File: src/rtl/uart_iid_pkg.sv
package uart_iid_pkg;
  typedef enum logic [3:0] {
    CAUSE_MODEM   = 4'b0000,
    CAUSE_NONE    = 4'b0001,
    CAUSE_THRE    = 4'b0010,
    CAUSE_RXDATA  = 4'b0100,
    CAUSE_LINE    = 4'b0110,
    CAUSE_TIMEOUT = 4'b1100
  } cause_e;

  typedef struct packed {
    logic line;
    logic rxdata;
    logic timeout;
    logic thre;
    logic modem;
  } cause_vec_t;

  localparam int NUM_STICKY = 4;
endpackage

File: src/rtl/iid_rx_thresh.sv
module iid_rx_thresh #(
  parameter int LVL_W = 5
) (
  input  logic             fifo_en,
  input  logic [1:0]       rx_trig,
  input  logic [LVL_W-1:0] rx_level,
  output logic             rx_avail
);
  logic [LVL_W-1:0] thresh;

  always_comb begin
    thresh = LVL_W'(1);
    if (fifo_en) begin
      case (rx_trig)
        2'b00:   thresh = LVL_W'(1);
        2'b01:   thresh = LVL_W'(4);
        2'b10:   thresh = LVL_W'(8);
        default: thresh = LVL_W'(14);
      endcase
    end
  end

  assign rx_avail = (rx_level >= thresh);
endmodule

File: src/rtl/iid_sticky.sv
module iid_sticky #(
  parameter bit SET_WINS = 1'b1
) (
  input  logic clk,
  input  logic rst_n,
  input  logic set_i,
  input  logic clr_i,
  output logic pend_o
);
  always_ff @(posedge clk or negedge rst_n) begin
    if (!rst_n)               pend_o <= 1'b0;
    else if (SET_WINS) begin
      if (set_i)              pend_o <= 1'b1;
      else if (clr_i)         pend_o <= 1'b0;
    end else begin
      if (clr_i)              pend_o <= 1'b0;
      else if (set_i)         pend_o <= 1'b1;
    end
  end
endmodule

File: src/rtl/iid_prio_enc.sv
module iid_prio_enc
  import uart_iid_pkg::*;
(
  input  cause_vec_t req,
  input  logic [3:0] ier,
  input  logic       fifo_en,
  output cause_e     cause
);
  always_comb begin
    if (req.line && ier[2])                    cause = CAUSE_LINE;
    else if (req.rxdata && ier[0])             cause = CAUSE_RXDATA;
    else if (req.timeout && fifo_en && ier[0]) cause = CAUSE_TIMEOUT;
    else if (req.thre && ier[1])               cause = CAUSE_THRE;
    else if (req.modem && ier[3])              cause = CAUSE_MODEM;
    else                                       cause = CAUSE_NONE;
  end
endmodule

File: src/rtl/uart_irq_ident.sv
module uart_irq_ident
  import uart_iid_pkg::*;
#(
  parameter int FIFO_DEPTH = 16,
  parameter int LVL_W      = $clog2(FIFO_DEPTH + 1)
) (
  input  logic             clk,
  input  logic             rst_n,
  input  logic [3:0]       ier,
  input  logic             fifo_en,
  input  logic [1:0]       rx_trig,
  input  logic [LVL_W-1:0] rx_level,
  input  logic             line_evt,
  input  logic             rx_timeout,
  input  logic             thr_empty,
  input  logic             thr_wr,
  input  logic             msr_change,
  input  logic             lsr_rd,
  input  logic             rbr_rd,
  input  logic             msr_rd,
  input  logic             iid_rd,
  input  logic             out_en,
  output logic [7:0]       iid,
  output logic             irq
);
  localparam int LINE_I = 0, TMO_I = 1, THRE_I = 2, MDM_I = 3;

  cause_e     cause;
  cause_vec_t req;
  logic       rx_avail;
  logic       te_q;
  logic [NUM_STICKY-1:0] s_set, s_clr, s_pend;
  localparam logic [NUM_STICKY-1:0] WIN_MASK = 4'b1011;

  iid_rx_thresh #(.LVL_W(LVL_W)) u_thresh (
    .fifo_en (fifo_en),
    .rx_trig (rx_trig),
    .rx_level(rx_level),
    .rx_avail(rx_avail)
  );

  always_ff @(posedge clk or negedge rst_n) begin
    if (!rst_n) te_q <= 1'b1;
    else        te_q <= thr_empty;
  end

  always_comb begin
    s_set[LINE_I] = line_evt;
    s_clr[LINE_I] = lsr_rd;
    s_set[TMO_I]  = rx_timeout && fifo_en;
    s_clr[TMO_I]  = rbr_rd || !fifo_en;
    s_set[THRE_I] = thr_empty && !te_q;
    s_clr[THRE_I] = thr_wr || (iid_rd && cause == CAUSE_THRE);
    s_set[MDM_I]  = msr_change;
    s_clr[MDM_I]  = msr_rd;
  end

  for (genvar g = 0; g < NUM_STICKY; g++) begin : g_sticky
    iid_sticky #(.SET_WINS(WIN_MASK[g])) u_pend (
      .clk   (clk),
      .rst_n (rst_n),
      .set_i (s_set[g]),
      .clr_i (s_clr[g]),
      .pend_o(s_pend[g])
    );
  end

  always_comb begin
    req.line    = s_pend[LINE_I];
    req.rxdata  = rx_avail;
    req.timeout = s_pend[TMO_I];
    req.thre    = s_pend[THRE_I];
    req.modem   = s_pend[MDM_I];
  end

  iid_prio_enc u_prio (
    .req    (req),
    .ier    (ier),
    .fifo_en(fifo_en),
    .cause  (cause)
  );

  assign iid = {{2{fifo_en}}, 2'b00, cause};
  assign irq = out_en && (cause != CAUSE_NONE);
endmodule

File: config.mk
export PLATFORM = sky130hd
export DESIGN_NAME = uart_irq_ident
export DESIGN_NICKNAME = d
export VERILOG_FILES = /design/src/rtl/uart_iid_pkg.sv /design/src/rtl/iid_rx_thresh.sv /design/src/rtl/iid_sticky.sv /design/src/rtl/iid_prio_enc.sv /design/src/rtl/uart_irq_ident.sv
export SDC_FILE = /design/constraint.sdc
export NUM_CORES = 1
export LEC_CHECK = 0
export ABC_AREA = 1
export BUFFER_PORTS_ARGS = -buffer_cell sky130_fd_sc_hd__buf_2
export CAP_MARGIN = 15
export CORE_UTILIZATION = 35
export CTS_CLUSTER_DIAMETER = 40
export DETAILED_ROUTE_END_ITERATION = 7
export PLACE_DENSITY = 0.7
export SLEW_MARGIN = 20
export SYNTH_ARGS = -nofsm -noshare
export SYNTH_HDL_FRONTEND = slang
export SYNTH_SLANG_ARGS = --single-unit
File: constraint.sdc
create_clock -name clk -period 1.55 [get_ports clk]
set_input_delay 0.0775 -clock clk [delete_from_list [all_inputs] [get_ports clk]]
set_output_delay 0.0775 -clock clk [all_outputs]
set_load 0.1 [all_outputs]
-- Word level (Yosys, flattened, before mapping)
Cells that the tools add are included.
- word-level logic and storage cells: 44
- bits of input ports: 24
- register bits after elaboration: 5
- output and inout bits: 9
- reduce and logical (&&, ||, !) cells: 19
- eq/ne operators: 4
- multiplexer cells: 15
- order comparisons: 1
- operator list (cell ; number):
    2-to-1 mux 4 bit ; 4
    case mux 4 bit (3 select lines) ; 1
    logical AND 1 bit ; 10
    2-to-1 mux 1 bit ; 9
    nonzero test 2 bit ; 4
    greater-or-equal comparator 5 bit ; 1
    2-to-1 mux 5 bit ; 1
    equality test 4 x 2 -> 1 bit (second input constant) ; 1
    inequality test 4 x 1 -> 1 bit (second input constant) ; 1
    equality test 2 x 1 -> 1 bit (second input constant) ; 1
    equality test 2 bit (second input constant) ; 1
    zero test 1 bit ; 2
    zero test 2 bit ; 1
    logical OR 1 bit ; 2

-- Longest topological paths before layout
- depth after elaboration: 11
- gate-level depth with buffers: 11
- mapped depth without buffers: 10

-- Cells and area by module
Synthesis repeated with hierarchy kept, for this count alone.
- cell total of the unflattened synthesis: 75
- area total of the unflattened synthesis: 467.9 sq um
- modules (own cells, without submodules) (module ; sequential area each (sq um) ; cells an instance ; area an instance (sq um) ; times used):
    iid_rx_thresh ; 0.0 ; 23 ; 125.1 ; 1
    uart_irq_ident ; 26.3 ; 22 ; 123.9 ; 1
    iid_sticky (g_sticky[0].u_pend ...) ; 25.0 ; 5 ; 40.0 ; 3
    iid_prio_enc ; 0.0 ; 12 ; 66.3 ; 1
    iid_sticky (g_sticky[2].u_pend) ; 25.0 ; 3 ; 32.5 ; 1

-- Worst setup path before layout
Ideal clock, no wire load.
- kind: input-to-output
- start point: input fifo_en
- end point: output iid[3]
- path slack: -1338 ps
- arrival time: 2811 ps
- path buffers: 1
- cell stages on the path: 8
- data required time: 1472 ps
- path through: buf_4 -> nand2_1 -> ha_1 -> nand2_1 -> nand2_1 -> nand2_1 -> nand3_2 -> nor3_1
- word-level cells in the longest chain between the ends: 5
- elaborated cells on any way between the ends: 8
- classes of those cells: order compare (1); mux (4); reduce/logical (3)
- ends and longest elaborated chain (element ; RTL line ; source):
    start, declared ; uart_irq_ident.sv:10 ; input logic fifo_en,
    2-to-1 mux 5 bit or logical AND 1 bit (tied branches) ; iid_rx_thresh.sv:13, iid_prio_enc.sv:12 ;
    greater-or-equal comparator 5 bit or logical AND 1 bit (tied branches) ; iid_rx_thresh.sv:23, iid_prio_enc.sv:12 ;
    logical AND 1 bit or 2-to-1 mux 4 bit (tied branches) ; iid_prio_enc.sv:11, iid_prio_enc.sv:12 ;
    2-to-1 mux 4 bit * ; iid_prio_enc.sv:11 ; else if (req.rxdata && ier[0]) cause = CAUSE_RXDATA;
    2-to-1 mux 4 bit * ; iid_prio_enc.sv:10 ; if (req.line && ier[2]) cause = CAUSE_LINE;
    end, declared ; uart_irq_ident.sv:23 ; output logic [7:0] iid,
Mark *: on every way between the ends. The rest lies on a longest branch, timed or not.

-- Worst setup path in the final report
- start point: register g_sticky[2].u_pend.pend_o
- end point: output irq
- word-level cells in the longest chain between the ends: 7
- ends and longest elaborated chain (element ; RTL line ; source):
    start, declared ; iid_sticky.sv:8 ; output logic pend_o
    start signal, assigned ; iid_sticky.sv:11 ; if (!rst_n) pend_o <= 1'b0;
    start signal, assigned ; iid_sticky.sv:13 ; if (set_i) pend_o <= 1'b1;
    start signal, assigned ; iid_sticky.sv:14 ; else if (clr_i) pend_o <= 1'b0;
    logical AND 1 bit ; iid_prio_enc.sv:13 ; else if (req.thre && ier[1]) cause = CAUSE_THRE;
    2-to-1 mux 4 bit ; iid_prio_enc.sv:13 ;
    2-to-1 mux 4 bit ; iid_prio_enc.sv:12 ; else if (req.timeout && fifo_en && ier[0]) cause = CAUSE_TIMEOUT;
    2-to-1 mux 4 bit ; iid_prio_enc.sv:11 ;
    2-to-1 mux 4 bit ; iid_prio_enc.sv:10 ;
    inequality test 4 x 1 -> 1 bit ; uart_irq_ident.sv:84 ; assign irq = out_en && (cause != CAUSE_NONE);
    logical AND 1 bit ; uart_irq_ident.sv:84 ;
    end, declared ; uart_irq_ident.sv:24 ; output logic irq
Every way passes these cells.

==> metrics.md <==
| Metric | Value |
|---|---|
| Status | complete, no violations |
| Worst-Skew Late Latency | 0.24 ns |
| Clock skew | 0.00425 ns |
| DP Wirelength | 899 µm |
| Post-synthesis cell area | 462 µm² |
| Core area | 1170 µm² |
| Total die area | 1470 µm² |
| Worst Path Required | 1.47 ns |
| Drt total wl | 1.10 mm |
| Final antenna-violating net count | 0 |
| Max Freq | 672 MHz |
| H-tree Lvls | 1 |
| Hold Path Class | input pin to flip-flop |
| Leakage | 0.437 nW |
| Total gr overflow | 0 |
| CTS max path bufs | 2 |
| Starting DRT DRC Count | 0 |
| Synth Register Bits | 5 |
| RePlAce Congestion | 0.655 |
| DRC violations left | 0 |
| Overall Global Routing Usage | 0.163 |
| Placed Area | 719 µm² |
| CTS root buf | clkbuf_4 |
| Vias in the first global route | 451 |
| Num ports | 33 |
| Leading area contributor after synthesis | dfrtp_1 |
| Post-route clock period utilization | 0.961 |
| Sink Count | 5 |
| Slew Limit Fails | 0 |
| Hold Vio Cnt, Final | 0 |
| N_diodes | 0 |
| Final nets | 130 |
| Yosys warns | 0 |
| Largest net degree at the start of global routing | 8 |
| Setup Buffers After CTS | 0 |
| Worst setup SP type | flip-flop |
| DR vias | 502 |
| Vias per cell | 4.37 |
| First-pass GRT wire length | 1.68 mm |
| PwrDens | 759 nW/µm² |
| Avg Inst Size Synth | 7.00 µm² |
| Ranking of synthesized cells by area | dfrtp_1 22%, nand2_1 14%, ha_1 11%, inv_1 9.8%, nand3_2 8.7% |
| Layout overhead on the synthesized area | 71.8% |
| Die height | 38.3 µm |
| Final setup vio count | 0 |
| Pre-CTS setup slack | 0.0781 ns |
| Share of cells above drive strength 1 | 0.525 |
| Unique masters post-synth | 18 |
| Max cap viols | 0 |
| RSZ-0062 raised after global routing | false |
| Worst Path Class, Setup | flip-flop to output pin |
| Crit path DAT | 1.41 ns |
| Sequential share of the synthesized area | 0.274 |
| Reg clk slew, reported paths | 0.05 ns |
| Max VDD drop | 0.451 mV |
| CP max FO | 3 |
| Mapped Cells | 66 |
| PnR worst setup slack | 0.0610 ns |
| DR WL/cell | 9.53 µm |
| Die Wd | 38.3 µm |
| Fin crit period | 1.49 ns |
| Cell Rows | 12 |
| Total CTS buffers | 3 |
| Initial antenna violation count | 0 |
| Synth top area share | 0.217 |
| CTS tree | done |
| Final Cell Area | 793 µm² |
| Crit path capture type | output pin |
| Initial core utilization | 0.394 |
| Port Buf Inserts | 30 |
| First-pass DRT Iterations | 1 |
-- flip-flops by register name, indices dropped and copies added, names as in the netlist --
register,count
te_q,1
g_sticky.u_pend.pend_o,4
-- cell families (layout without fill, tap and decap cells) --
kind of cell | count (synthesis) | in the layout | share of synthesized area
and+or+nand+nor | 31 | 31 | 0.336
buffers and inverters | 19 | 53 | 0.195
AOI/OAI and AO/OA | 6 | 6 | 0.0786
DFF | 5 | 5 | 0.274
adders and majority gates | 4 | 4 | 0.108
other | 1 | 2 | 0.00812
-- layout make-up --
type                       count  area, µm²
tap                           14       17.5
clock buffer                   4       26.3
fill                          99        378
inverter                      14       60.1
multi-input combinational     43        293
sequential                     5        126
timing repair buffer          35        270
-- per-stage QoR --
step | instances | power (mW) | hold slack, ns | util | TNS [ns]
floorplan | 67 | 0.343 | -0.218 | - | -0.121
global placement | 109 | 0.432 | -0.105 | 0.614 | 0
detailed placement | 109 | 0.437 | -0.104 | 0.614 | 0
CTS | 115 | 0.598 | 0.00274 | 0.654 | 0
global route | 115 | 0.632 | 0.00935 | 0.677 | 0
finish | 115 | 0.602 | 0.0144 | 0.677 | 0
-- cell usage after synthesis --
cell type,n
nand3_2,4
conb_1,1
inv_2,2
nor2_2,2
dfstp_2,1
nor2_1,2
nand2_2,1
buf_4,5
nand3_1,4
nand2_1,17
a31oi_1,1
o21ai_1,2
nor3_1,1
ha_1,4
o21bai_1,2
a21oi_1,1
dfrtp_1,4
inv_1,12
-- path summary, 6_finish.rpt --
path	startpoint	to	slack [ns]	cells after the start
hold / removal	lsr_rd	g_sticky[0].u_pend.pend_o	0.01	2
hold reg to reg	g_sticky[0].u_pend.pend_o	g_sticky[0].u_pend.pend_o	0.52	2
setup reg to reg	g_sticky[0].u_pend.pend_o	g_sticky[2].u_pend.pend_o	0.48	6
max in group asynchronous	rst_n	te_q	1.16	2
min in group asynchronous	rst_n	g_sticky[0].u_pend.pend_o	0.19	2
setup / recovery	g_sticky[2].u_pend.pend_o	irq	0.06	7
-- report_power, final --
| group | internal [mW] | switching [mW] | total [mW] |
|---|---|---|---|
| combinational | 0.106 | 0.197 | 0.303 |
| sequential | 0.140 | 0.00588 | 0.146 |
| clock | 0.0974 | 0.0548 | 0.152 |
-- worst max-delay path, stage by stage (launching register included) --
cell and delay, ns:
dfrtp_1 0.39, nand2_1 0.07, nand2_1 0.08, a31oi_4 0.17, nand3_4 0.11, nand2_2 0.11
clkinvlp_4 0.09, buf_12 0.17
-- layer usage --
layer | GRT usage | part of all wire | up-vias
li1 | - | - | 268
met1 | 0.178 | 0.40 | 216
met2 | 0.314 | 0.56 | 18
met3 | 0.00581 | 0.043 | 0
met4 | 0.0804 | 0 | 0
met5 | 0 | 0 | -
-- what timing repair did --
| action | 4_1_cts | 5_1_grt |
|---|---|---|
| endpoints found under the setup margin | 0 | 1 |
| resized for setup | 0 | 6 |
| endpoints found under the hold margin | 6 | 0 |
| hold buffers | 2 | 0 |
-- cells in the final DEF (no fill, tap or decap) --
| master | count |
|---|---|
| nor3_4 | 1 |
| ha_1 | 4 |
| nand2_1 | 15 |
| dfstp_2 | 1 |
| buf_12 | 5 |
| buf_4 | 4 |
| nand2_2 | 3 |
| buf_2 | 24 |
| conb_1 | 2 |
| o21bai_1 | 2 |
| nand3_4 | 1 |
| clkinvlp_4 | 2 |
| nor2_1 | 2 |
| nor2_2 | 2 |
| nand3_2 | 4 |
| clkbuf_1 | 1 |
| dlygate4sd3_1 | 2 |
| a21oi_1 | 1 |
| inv_2 | 2 |
| a31oi_4 | 1 |
| clkbuf_4 | 3 |
| o21ai_1 | 2 |
| dfrtp_1 | 4 |
| nand3_1 | 3 |
| inv_1 | 10 |
Power figures use the tool's default switching activity.
